[config.mk]
export PLATFORM = sky130hd
export DESIGN_NAME = rssi_field_encoder
export DESIGN_NICKNAME = d
export VERILOG_FILES = /design/src/rtl/rssi_enc_pkg.sv /design/src/rtl/rssi_src_select.sv /design/src/rtl/rssi_log_encoder.sv /design/src/rtl/rssi_field_reg.sv /design/src/rtl/rssi_field_encoder.sv
export SDC_FILE = /design/constraint.sdc
export NUM_CORES = 1
export LEC_CHECK = 0
export BUFFER_PORTS_ARGS = -buffer_cell sky130_fd_sc_hd__buf_4
export CAP_MARGIN = 10
export CORE_MARGIN = 4
export CORE_UTILIZATION = 30
export CTS_CLUSTER_DIAMETER = 60
export DETAILED_ROUTE_END_ITERATION = 6
export PLACE_DENSITY_LB_ADDON = 0.15
export SYNTH_ARGS = -nofsm -noshare
export SYNTH_HDL_FRONTEND = slang
export SYNTH_SLANG_ARGS = --single-unit
[constraint.sdc]
create_clock -name clk -period 4 [get_ports clk]
set_input_delay 0.8 -clock clk [delete_from_list [all_inputs] [get_ports clk]]
set_output_delay 0.8 -clock clk [all_outputs]
set_load 0.005 [all_outputs]
[src/rtl/rssi_enc_pkg.sv]
// Package: shared sizing constants for the RSSI field encoder.
// Assumes: the consumer derives every other width from these values.
package rssi_enc_pkg;
    localparam int RSSI_NUM_SRC = 4;   // auxiliary ADC sources
    localparam int RSSI_BUS_W   = 32;  // width of each source bus
    localparam int RSSI_LIN_W   = 16;  // linear reading in the low bits
    localparam int RSSI_EXP_W   = 3;   // exponent bits of the code
    localparam int RSSI_MAN_W   = 3;   // mantissa bits of the code
endpackage

[src/rtl/rssi_src_select.sv]
// Module: rssi_src_select
// Picks one source bus out of a packed vector and returns its low LIN_W
// bits as the linear reading.
// Assumes: LIN_W <= BUS_W. An index past NUM_SRC yields zero.
module rssi_src_select #(
    parameter int NUM_SRC = 4,
    parameter int BUS_W   = 32,
    parameter int LIN_W   = 16,
    localparam int SEL_W  = (NUM_SRC > 1) ? $clog2(NUM_SRC) : 1
) (
    input  logic [NUM_SRC*BUS_W-1:0] buses,
    input  logic [SEL_W-1:0]         sel,
    output logic [LIN_W-1:0]         lin
);
    logic [LIN_W-1:0] low_part [NUM_SRC];

    // Unpack the low half of every source bus.
    for (genvar g = 0; g < NUM_SRC; g++) begin : g_unpack
        assign low_part[g] = buses[g*BUS_W +: LIN_W];
    end

    // Pick the variant by whether the index space is fully populated.
    if (NUM_SRC == (1 << SEL_W)) begin : g_full
        // Every index maps to a source.
        assign lin = low_part[sel];
    end else begin : g_partial
        // Indices past the last source read as zero.
        always_comb begin
            lin = '0;
            for (int i = 0; i < NUM_SRC; i++) begin
                if (sel == SEL_W'(i)) lin = low_part[i];
            end
        end
    end
endmodule

[src/rtl/rssi_log_encoder.sv]
// Module: rssi_log_encoder
// Combinational pseudo-logarithmic encoder. Readings below 2**MAN_W pass
// through in a linear segment with exponent 0. Larger readings keep their
// leading one: exponent = position - (MAN_W-1), and the mantissa is the
// MAN_W bits below it, truncated. Readings at or above
// 2**(MAX_EXP+MAN_W) saturate to all ones and flag overrange.
// Assumes: LIN_W > MAN_W.
module rssi_log_encoder #(
    parameter int LIN_W   = 16,
    parameter int EXP_W   = 3,
    parameter int MAN_W   = 3,
    localparam int CODE_W  = EXP_W + MAN_W,
    localparam int MAX_EXP = (1 << EXP_W) - 1,
    localparam int TOP_BIT = MAX_EXP + MAN_W - 1,
    localparam int LEAD_W  = $clog2(TOP_BIT + 1)
) (
    input  logic [LIN_W-1:0]  lin,
    output logic [CODE_W-1:0] code,
    output logic              ovr
);
    logic [LEAD_W-1:0]  lead;
    logic               normal;
    logic [LEAD_W-1:0]  exp_full;
    logic [TOP_BIT:0]   shifted;
    logic               hi_bits;

    // Overrange detection: any bit above the top coded position.
    if (LIN_W > TOP_BIT + 1) begin : g_hi
        assign hi_bits = |lin[LIN_W-1:TOP_BIT+1];
    end else begin : g_nohi
        assign hi_bits = 1'b0;
    end
    assign ovr = hi_bits;

    // Leading-one search over the normal range; the highest set bit wins.
    always_comb begin
        lead = LEAD_W'(MAN_W);
        for (int i = MAN_W; i <= TOP_BIT; i++) begin
            if (lin[i]) lead = LEAD_W'(i);
        end
    end

    // A reading is normal when any bit at or above MAN_W is set.
    assign normal   = |lin[TOP_BIT:MAN_W];
    assign exp_full = lead - LEAD_W'(MAN_W - 1);
    assign shifted  = lin[TOP_BIT:0] >> (lead - LEAD_W'(MAN_W));

    // Code assembly: saturation, normal segment or linear segment.
    always_comb begin
        if (hi_bits) begin
            code = '1;
        end else if (normal) begin
            code = {exp_full[EXP_W-1:0], shifted[MAN_W-1:0]};
        end else begin
            code = {{EXP_W{1'b0}}, lin[MAN_W-1:0]};
        end
    end
endmodule

[src/rtl/rssi_field_reg.sv]
// Module: rssi_field_reg
// Output register for the encoded field. Loads code and flag on a capture
// strobe and raises valid for the next cycle only. Holds otherwise.
// Assumes: synchronous active-low reset.
module rssi_field_reg #(
    parameter int CODE_W = 6
) (
    input  logic              clk,
    input  logic              rst_n,
    input  logic              capture,
    input  logic [CODE_W-1:0] code_d,
    input  logic              ovr_d,
    output logic [CODE_W-1:0] code_q,
    output logic              ovr_q,
    output logic              valid_q
);
    // Capture the encoded field and produce the one-cycle valid pulse.
    always_ff @(posedge clk) begin
        if (!rst_n) begin
            code_q  <= '0;
            ovr_q   <= 1'b0;
            valid_q <= 1'b0;
        end else begin
            valid_q <= capture;
            if (capture) begin
                code_q <= code_d;
                ovr_q  <= ovr_d;
            end
        end
    end

    // a capture yields valid on the next cycle.
    assert_valid_after_capture_R7: assert property (@(posedge clk)
        disable iff (!rst_n) capture |=> valid_q);

    // without a capture, valid is low and the field holds.
    assert_hold_without_capture_R7: assert property (@(posedge clk)
        disable iff (!rst_n) !capture |=> (!valid_q && $stable(code_q) && $stable(ovr_q)));

    // the overrange flag always comes with an all-ones code.
    assert_ovr_saturates_R5: assert property (@(posedge clk)
        disable iff (!rst_n) ovr_q |-> (code_q == {CODE_W{1'b1}}));

    // a reset edge leaves the register cleared.
    assert_reset_clears_R8: assert property (@(posedge clk)
        !rst_n |=> (code_q == '0 && !ovr_q && !valid_q));
endmodule

[src/rtl/rssi_field_encoder.sv]
// Module: rssi_field_encoder (top)
// Selects the RSSI source of the transmitted channel, compresses its
// linear reading into a 3.3 exponent/mantissa code and registers it on a
// capture strobe.
// Assumes: the linear reading sits in the low half of each source bus.
module rssi_field_encoder
    import rssi_enc_pkg::*;
#(
    parameter int NUM_SRC = RSSI_NUM_SRC,
    parameter int BUS_W   = RSSI_BUS_W,
    parameter int LIN_W   = RSSI_LIN_W,
    parameter int EXP_W   = RSSI_EXP_W,
    parameter int MAN_W   = RSSI_MAN_W,
    localparam int SEL_W  = (NUM_SRC > 1) ? $clog2(NUM_SRC) : 1,
    localparam int CODE_W = EXP_W + MAN_W,
    localparam int LIMIT  = 1 << ((1 << EXP_W) - 1 + MAN_W)
) (
    input  logic                     clk,
    input  logic                     rst_n,
    input  logic                     capture,
    input  logic [SEL_W-1:0]         chan_sel,
    input  logic [NUM_SRC*BUS_W-1:0] rssi_buses,
    output logic [CODE_W-1:0]        code_o,
    output logic                     ovr_o,
    output logic                     valid_o
);
    logic [LIN_W-1:0]  sel_lin;
    logic [CODE_W-1:0] enc_code;
    logic              enc_ovr;

    // Source selection for the transmitted channel.
    rssi_src_select #(.NUM_SRC(NUM_SRC), .BUS_W(BUS_W), .LIN_W(LIN_W)) u_sel (
        .buses (rssi_buses),
        .sel   (chan_sel),
        .lin   (sel_lin)
    );

    // Pseudo-logarithmic compression.
    rssi_log_encoder #(.LIN_W(LIN_W), .EXP_W(EXP_W), .MAN_W(MAN_W)) u_enc (
        .lin  (sel_lin),
        .code (enc_code),
        .ovr  (enc_ovr)
    );

    // Registered output field.
    rssi_field_reg #(.CODE_W(CODE_W)) u_reg (
        .clk     (clk),
        .rst_n   (rst_n),
        .capture (capture),
        .code_d  (enc_code),
        .ovr_d   (enc_ovr),
        .code_q  (code_o),
        .ovr_q   (ovr_o),
        .valid_q (valid_o)
    );

    // small readings land unchanged in the linear segment.
    assert_small_linear_R3: assert property (@(posedge clk)
        disable iff (!rst_n)
        (capture && sel_lin < LIN_W'(1 << MAN_W)) |=>
        (code_o == {{EXP_W{1'b0}}, $past(sel_lin[MAN_W-1:0])} && !ovr_o));

    // readings at or past the limit saturate and flag overrange.
    assert_large_saturates_R5: assert property (@(posedge clk)
        disable iff (!rst_n)
        (capture && sel_lin >= LIN_W'(LIMIT)) |=> (ovr_o && code_o == {CODE_W{1'b1}}));

    // readings below the limit never flag overrange.
    assert_no_false_ovr_R5: assert property (@(posedge clk)
        disable iff (!rst_n)
        (capture && sel_lin < LIN_W'(LIMIT)) |=> !ovr_o);
endmodule

==> run summary, run 1 <==
Status: completed
CP max stage delay: 730 ps
Crit path DAT: 3600 ps
IO Pins: 141
Startpoint Class: primary input
Post-layout minimum cycle time: 3410 ps
Adder-Cell Fraction of Synth Area: 0.0264
PwrDens: 216 nW/um^2
Worst Hold Class: reg -> reg
Area of the core: 3030 um^2
Flop and latch count out of synthesis: 8
Crit. End Element: register
Commonest non-fill, non-tap cell in the layout: buf_4
Post-synth EDFFs: 0
Post-synth top area cell: dfxtp_1
Die Y: 64.2 um
Final TNS setup: 0 ps
Routed WL: 2710 um
Synth Area in Simple Gates: 0.170
Htree depth: 1
Global-route wire length before repair: 4580 um
Hold Path Stages: 2
Main combinational cell family by area after synthesis: multiplexers
CTS buffer count: 3
Mux cell area share after synthesis: 0.340
Met1 Resource Use GR: 0.179
Leakage power: 0.723 nW
# port buffers: 76
Postcts setup bufs: 0
Initial antenna violation count: 0
Via/cell ratio: 5.02
Gr ovfl total: 0
FF-to-FF path depth: 2
Resized Gates After CTS: 0
Tot Pwr: 0.337 mW
Synth top area share: 0.169
Final hold violations: 0
Fraction of registers with async set/reset: 0
Post-synthesis xor/xnor area fraction: 0.0172
Worst EP required: 4190 ps
Via Count: 1,069
Tcrit/Tclk final: 0.852
Drt initial violations: 16
Layer with the highest usage: met2
FF+latch area: 160 um^2
Prevailing post-synth register cell: dfxtp_1
Vias in the first global route: 1,119
Layout cell share with drive strength beyond 1: 0.544
Slew Limit Headroom: 0.777
Router iterations before antenna repair: 4
YS warnings: 0
Pin count of the biggest net entering global routing: 13
Root buf cell: clkbuf_4
# fillers: 292
Max-slew violations: 0
Post-CTS Hold Buffers: 0
Tightest Pin Transition: 334 ps
DPL Wire Length: 2390 um
Syn_area_per_cell: 9.98 um^2
Max-Cap Viols: 0
Residual DRC: 0
N_diodes: 0
Met2 Usage GRT: 0.230
Global-route track usage on met3: 0.0176
Reg-to-reg startpoint: u_reg.code_q[0]
Commonest cells after routing, fill and taps aside: buf_4 (76), nor2_1 (9), o21ai_0 (9), dfxtp_1 (8)
# setup viols final: 0
Max FO, Critical Path: 12
P&R area growth vs syn: 64.5%
Max frequency: 293 MHz
Mapped cell area: 948 um^2
Clk_skew: 0 ps
Multi-input gate area: 741 um^2
Die area: 4120 um^2
Max Buffers Root-to-Sink: 2
CTS Sinks: 8
Final nets: 306
Top cells by area in the synthesized netlist: dfxtp_1 (17%), mux4_1 (17%), mux4_2 (14%)
Syn nets: 230
Initial Utilization: 0.313
Hold_sp: u_reg.ovr_q
All-Layer GR Usage: 0.134
Post-synthesis sequential area ratio: 0.169
Die width: 64.2 um
Worst-Skew Late Latency: 250 ps
Critical-path top delay cell: mux4_1
Synth Area in Compound Gates: 0.227
Antenna-violating nets left: 0
Setup CP Type: in -> reg
CTS tree: built
Worst VDD drop: 77.6 uV
Cells after Synth: 95
RSZ-0062 raised after global routing: false
RD Place Congestion: 0.826
Cells along the critical path: buf_4, mux4_1, nor2b_1, a211o_1, ha_1, xor2_2, mux4_2, nand2b_4, a21oi_2
Drt wl/cell: 12.7 um
Netlist cell types: 35
Start point of the critical path: chan_sel[0]
Row count: 20
Clock-pin slew on the worst setup and hold paths: 50 ps
-- registers in the layout (all words and copies together) (netlist names) --
| name | flops |
|---|---|
| u_reg.ovr_q | 1 |
| u_reg.valid_q | 1 |
| u_reg.code_q | 6 |
-- worst paths after layout --
kind,slack (ps),end
min reg2reg,520,u_reg.ovr_q
min,520,u_reg.ovr_q
max reg2reg,3350,u_reg.code_q[0]
max,590,u_reg.code_q[0]
-- worst max-delay path, delay by kind of cell --
family,cells,cell delay (ps)
and+or+nand+nor,2,360
buffers and inverters,1,200
muxes,2,1280
adders and majority gates,1,280
AOI/OAI and AO/OA,2,380
xor gates and xnor gates,1,290
-- cell type report --
type | instances | area share
repair buffers | 76 | 0.366
multi-input cells | 79 | 0.475
clock buffers | 3 | 0.0144
flip-flops and latches | 8 | 0.103
well taps | 44 | 0.0353
inverters | 3 | 0.00722
-- kinds of logic (layout without fill, tap and decap cells) --
group / Yosys count / after routing
multiplexers: 15 / 15
AND/OR/NAND/NOR: 30 / 30
adder cells (fa/ha/maj): 2 / 2
flip-flops: 8 / 8
AO/OA/AOI/OAI: 31 / 31
buffers and inverters: 8 / 82
XOR/XNOR: 1 / 1
-- Yosys cell counts, types with 2 or more instances --
| library cell | number |
|---|---|
| a21oi_1 | 6 |
| a21oi_2 | 2 |
| a31oi_1 | 2 |
| buf_2 | 2 |
| buf_6 | 2 |
| dfxtp_1 | 8 |
| ha_1 | 2 |
| inv_1 | 3 |
| mux2i_1 | 3 |
| mux4_1 | 6 |
| mux4_2 | 6 |
| nand2_1 | 6 |
| nand2b_1 | 2 |
| nand3_1 | 2 |
| nor2_1 | 9 |
| nor2b_1 | 2 |
| nor4_1 | 2 |
| o211ai_1 | 2 |
| o21ai_0 | 9 |
| o41ai_1 | 2 |
| or4_1 | 3 |
-- power breakdown --
group          internal (mW)  total, mW  switching, mW  leakage (nW)
sequential            0.0867     0.0899        0.00323        0.0670
combinational          0.114      0.189         0.0750         0.642
clock                 0.0341     0.0586         0.0245        0.0138
total                  0.234      0.337          0.103         0.723
-- routing by layer --
metal / vias to the layer above / routed length, um
met5: - / 0
met4: 0 / 27
met3: 4 / 132
met2: 40 / 1380
met1: 485 / 1170
li1: 540 / -
-- per-stage QoR --
| stage | setup slack, ps | cell area (um^2) | utilization | hold WS [ps] | std cells |
|---|---|---|---|---|---|
| finish | 591 | 1560 | 0.515 | 515 | 213 |
| global route | 370 | 1560 | 0.515 | 566 | 213 |
| CTS | 584 | 1560 | 0.515 | 527 | 213 |
| detailed placement | 325 | 1540 | 0.508 | 504 | 210 |
| global placement | 356 | 1540 | 0.508 | 487 | 210 |
| floorplan | 599 | 948 | - | 487 | 95 |
(Power assumes the default switching activity.)
==> run 2: changes to the inputs <==
clock period = 3.9 ns   (was 4 ns; I/O delays follow)
==> run 2 against run 1 <==
Net effect: routed wire length grew 2.0%; register-to-register slack got worse by 100 ps; hold slack got worse by 9.6 ps; sequential power is 2.4% higher; die area stayed put; first-iteration DRC count grew 50%; design area increased by 0.48%; sequential cell count stayed put; critical endpoint unchanged.
==> run summary, run 2 (same netlist as run 1, synthesis figures left out) <==
Status: completed
Multi-input gate area: 741 um^2 (unchanged)
Max FFs per register: 6 (unchanged)
Clk_skew: 0 ps (unchanged)
CTS tree: built
Initial antenna violation count: 0 (unchanged)
# fillers: 275 (-5.8%)
RD Place Congestion: 0.888 (+7.6%)
Area of the core: 3030 um^2 (unchanged)
Largest registers: u_reg.code_q: 6 flops, u_reg.ovr_q: 1 flops, u_reg.valid_q: 1 flops
Initial Utilization: 0.313 (unchanged)
Pint: 0.243 mW (+3.7%)
Tightest Pin Transition: 325 ps (-9.04 ps)
Place WS: 356 ps (+30.7 ps)
Startpoint Class: primary input
Routed WL: 2760 um (+2.0%)
Final worst slack: 633 ps (+42.5 ps)
# setup viols final: 0 (unchanged)
CTS buffer count: 3 (unchanged)
Crit. End Element: register
Drt wl/cell: 12.9 um (+1.5%)
PwrDens: 225 nW/um^2 (+4.0%)
Vias in the first global route: 1,160 (+3.7%)
Post-CTS Hold Buffers: 0 (unchanged)
Row count: 20 (unchanged)
Top reg by flops: u_reg.code_q
Flop pwr share: 0.261 (-0.006)
Drt initial violations: 24 (+8)
Router iterations before antenna repair: 4 (unchanged)
Antenna-violating nets left: 0 (unchanged)
Max Buffers Root-to-Sink: 2 (unchanged)
Max frequency: 306 MHz
Post-layout minimum cycle time: 3270 ps
Max-Cap Viols: 0 (unchanged)
Final TNS setup: 0 ps (unchanged)
Die area: 4120 um^2 (unchanged)
Layout cell share with drive strength beyond 1: 0.547 (+0.00268)
Root buf cell: clkbuf_4
Final hold violations: 0 (unchanged)
FF+latch area: 160 um^2 (unchanged)
Clk network pwr share: 0.178 (+0.004)
Max FO, Critical Path: 12 (unchanged)
N_diodes: 0 (unchanged)
Final nets: 307 (+0.33%)
Leakage power: 0.727 nW (+0.63%)
Via/cell ratio: 5.09 (+1.4%)
CTS Sinks: 8 (unchanged)
Commonest non-fill, non-tap cell in the layout: buf_4
Resized Gates After CTS: 0 (unchanged)
Setup CP Type: in -> reg
Die width: 64.2 um (unchanged)
Tcrit/Tclk final: 0.838
Commonest cells after routing, fill and taps aside: buf_4 (77), nor2_1 (9), o21ai_0 (9), dfxtp_1 (8)
Crit path DAT: 3460 ps (-140 ps)
Postcts setup bufs: 0 (unchanged)
Residual DRC: 0 (unchanged)
Htree depth: 1 (unchanged)
# port buffers: 76 (unchanged)
Slew Limit Headroom: 0.783 (+0.00605)
All-Layer GR Usage: 0.135 (+0.00105)
Worst VDD drop: 77.1 uV (-0.56%)
DPL Wire Length: 2390 um (about the same)
Global-route wire length before repair: 4660 um (+1.8%)
Worst-Skew Late Latency: 250 ps (about the same)
Combinational power share: 0.560 (about the same)
Gr ovfl total: 0 (unchanged)
P&R area growth vs syn: 65.3%
Psw: 0.109 mW (+6.5%)
Pin count of the biggest net entering global routing: 13 (unchanged)
Worst Hold Class: reg -> reg
Via Count: 1,089 (+1.9%)
IO Pins: 141 (unchanged)
Max-slew violations: 0 (unchanged)
Die Y: 64.2 um (unchanged)
Clock-pin slew on the worst setup and hold paths: 60 ps (about the same)
Worst EP required: 4090 ps (-100 ps)
RSZ-0062 raised after global routing: false
Switch share: 0.310 (+0.00558)
-- run 2: cell types whose count changed in the layout (fill, tap and decap cells not counted), sizes merged --
cell  delta
buf      +1
-- run 2: stage by stage --
stage	power (mW)	utilization	hold WS, ps	cells	instance area, um^2
2_1_floorplan	0.212	-	487	95	948
3_3_place_gp	0.289	0.510	487	211	1550
3_5_place_dp	0.292	0.510	495	211	1550
4_1_cts	0.355	0.518	511	214	1570
5_1_grt	0.381	0.518	553	214	1570
6_report	0.352	0.518	505	214	1570
-- run 2: area by class of cell --
type / count / area share
Timing Repair Buffer: 77 / 0.369
Multi-Input combinational cell: 79 / 0.472
Tap cell: 44 / 0.0351
Sequential cell: 8 / 0.102
Inverter: 3 / 0.00718
Clock buffer: 3 / 0.0144
-- run 2: power groups by stage --
| stage | logic [mW] | registers [mW] | clock network [mW] |
|---|---|---|---|
| finish | 0.198 | 0.0921 | 0.0628 |
| global route | 0.217 | 0.0929 | 0.0707 |
| CTS | 0.198 | 0.0922 | 0.0646 |
| detailed placement | 0.198 | 0.0940 | 0 |
| global placement | 0.196 | 0.0935 | 0 |
| floorplan | 0.118 | 0.0940 | 0 |
-- run 2: layer usage --
metal | track usage | vias up | share of wire
met5 | 0 | - | 0
met4 | 0.0475 | 0 | 0.015
met3 | 0.00879 | 5 | 0.047
met2 | 0.222 | 41 | 0.49
met1 | 0.187 | 502 | 0.45
li1 | - | 541 | -
-- run 2: critical path: stages --
cell	delay (ps)
buf_4	190
mux4_1	730
nor2b_1	210
a211o_1	270
ha_1	290
xor2_2	190
mux4_2	530
nand2b_4	150
a21oi_2	120
-- run 2: final timing paths --
path	startpoint	slack, ps	endpoint	cells past startpoint
max	chan_sel[0]	630	u_reg.code_q[0]	9
min	u_reg.ovr_q	510	u_reg.ovr_q	2
max reg2reg	u_reg.code_q[0]	3250	u_reg.code_q[0]	2
min reg2reg	u_reg.ovr_q	510	u_reg.ovr_q	2
==> run 3: changes to the inputs <==
CORE_UTILIZATION = 27   (was 30)
clock period = 2.85 ns   (was 3.9 ns; I/O delays follow)
==> run 3 against run 2 <==
Net effect: register-to-register slack worse by 1100 ps; routed wire length increased by 14%; combinational power grew 64%; critical path type unchanged.
==> run summary, run 3 (same netlist as run 1, synthesis figures left out) <==
Worst Hold Class: reg -> reg
Clk network pwr share: 0.161 (-0.017)
Postcts setup bufs: 0 (unchanged)
Max-Cap Viols: 0 (unchanged)
P&R area growth vs syn: 81.0%
Die area: 4520 um^2 (+9.7%)
Post-CTS Hold Buffers: 0 (unchanged)
# setup viols final: 0 (unchanged)
All-Layer GR Usage: 0.140 (+0.00468)
Worst VDD drop: 88.1 uV (+14%)
FF-to-FF End: u_reg.code_q[1]
Max FO, Critical Path: 7 (-5)
Psw: 0.166 mW (+52%)
CTS Sinks: 8 (unchanged)
Layout cell share with drive strength beyond 1: 0.595 (+0.0475)
DP Area: 1690 um^2 (+9.6%)
Gr ovfl total: 0 (unchanged)
Max frequency: 367 MHz
Final hold violations: 0 (unchanged)
Switch share: 0.309 (-0.00117)
Resized Gates After CTS: 0 (unchanged)
FF-to-FF path depth: 2 (unchanged)
Crit path DAT: 2920 ps (-540 ps)
Router iterations before antenna repair: 4 (unchanged)
IO Pins: 141 (unchanged)
Via Count: 1,148 (+5.4%)
# port buffers: 76 (unchanged)
Worst hold endpoint: u_reg.ovr_q
Clk_skew: 0 ps (unchanged)
Max Buffers Root-to-Sink: 2 (unchanged)
RSZ-0062 raised after global routing: false
Flop pwr share: 0.235 (-0.026)
CTS buffer count: 3 (unchanged)
Pint: 0.371 mW (+53%)
Root buf cell: clkbuf_4
Startpoint Class: primary input
Status: completed
Vias in the first global route: 1,227 (+5.8%)
Leakage power: 0.807 nW (+11%)
CTS tree: built
Reg2Reg Setup Slack: 2180 ps (-1070 ps)
Tcrit/Tclk final: 0.957
# fillers: 347 (+26%)
Combinational power share: 0.604 (+0.044)
Tightest Pin Transition: 405 ps (+80.7 ps)
Final nets: 322 (+4.9%)
Global-route wire length before repair: 4960 um (+6.4%)
Commonest cells after routing, fill and taps aside: buf_4 (92), nor2_1 (9), o21ai_0 (9), dfxtp_1 (8)
Crit. End Element: register
Die Y: 67.3 um (+4.7%)
Final Cell Area: 1720 um^2 (+9.5%)
Hold_ws: 509 ps (+3.65 ps)
Routed WL: 3150 um (+14%)
Via/cell ratio: 4.97 (-2.3%)
Top reg by flops: u_reg.code_q
Htree depth: 1 (unchanged)
Row count: 21 (+5.0%)
DPL Wire Length: 2840 um (+19%)
RD Place Congestion: 0.790 (-11%)
Hold_sp: u_reg.ovr_q
Pin count of the biggest net entering global routing: 13 (unchanged)
Area of the core: 3360 um^2 (+11%)
Hold Path Stages: 2 (unchanged)
Commonest non-fill, non-tap cell in the layout: buf_4
Worst-Skew Late Latency: 250 ps (about the same)
Setup CP Type: in -> reg
Max FFs per register: 6 (unchanged)
PwrDens: 313 nW/um^2 (+39%)
Post-layout minimum cycle time: 2730 ps
Drt initial violations: 43 (+79%)
Clock-pin slew on the worst setup and hold paths: 50 ps (about the same)
Die width: 67.3 um (+4.7%)
Drt wl/cell: 13.6 um (+5.7%)
Largest registers: u_reg.code_q: 6 flops, u_reg.ovr_q: 1 flops, u_reg.valid_q: 1 flops
Max-slew violations: 0 (unchanged)
Antenna-violating nets left: 0 (unchanged)
Initial Utilization: 0.282 (-0.0312)
Worst EP required: 3040 ps (-1050 ps)
Reg-to-reg startpoint: u_reg.code_q[1]
Initial antenna violation count: 0 (unchanged)
N_diodes: 0 (unchanged)
Slew Limit Headroom: 0.729 (-0.0539)
Residual DRC: 0 (unchanged)
[run 3: per-stage QoR]
step	TNS [ps]	cells	power (mW)	setup WS, ps	util
finish	0	231	0.537	122	0.510
global placement	-134	228	0.449	-125	0.504
global route	0	231	0.571	0.296	0.510
CTS	0	231	0.541	104	0.510
detailed placement	-246	228	0.455	-147	0.504
floorplan	-63.4	95	0.314	-63.4	-
[run 3: power by group through the flow]
stage                     sequential [mW]  combinational (mW)  clock, mW
final                               0.126               0.324     0.0866
after global routing                0.127               0.350     0.0936
after floorplan                     0.129               0.186          0
after detailed placement            0.128               0.327          0
after global placement              0.128               0.321          0
after CTS                           0.126               0.327     0.0873
[run 3: area by class of cell]
class / count / area (um^2) / share of cell area
clock buffers: 3 / 22.5 / 0.0131
flip-flops and latches: 8 / 160 / 0.0933
multi-input cells: 79 / 774 / 0.451
well taps: 46 / 57.6 / 0.0335
repair buffers: 92 / 691 / 0.402
inverters: 3 / 11.3 / 0.00656
[run 3: how the worst max path moves through the flow]
stage                      from         endpoint  slack, ps  cells after the start
CTS                 chan_sel[0]  u_reg.code_q[0]        100                      9
detailed placement  chan_sel[0]  u_reg.code_q[0]       -150                      9
floorplan           chan_sel[0]  u_reg.code_q[0]        -60                     10
global route        chan_sel[0]  u_reg.code_q[0]        0.3                      9
global placement    chan_sel[0]  u_reg.code_q[0]       -120                      9
finish              chan_sel[0]  u_reg.code_q[0]        120                      9
[run 3: per-layer routing]
metal,GRT usage,vias up,share of wire
met1,0.175,508,0.40
met2,0.243,63,0.50
li1,-,571,-
met5,0,-,0
met3,0.0333,6,0.089
met4,0.0304,0,0.011
[run 3: worst max-delay path: stages]
cell and delay [ps]:
buf_4 150, mux4_1 660, nor2_1 180, o31a_1 240
ha_4 190, xor2_4 170, mux4_2 500, nand2b_4 150
a21oi_2 100
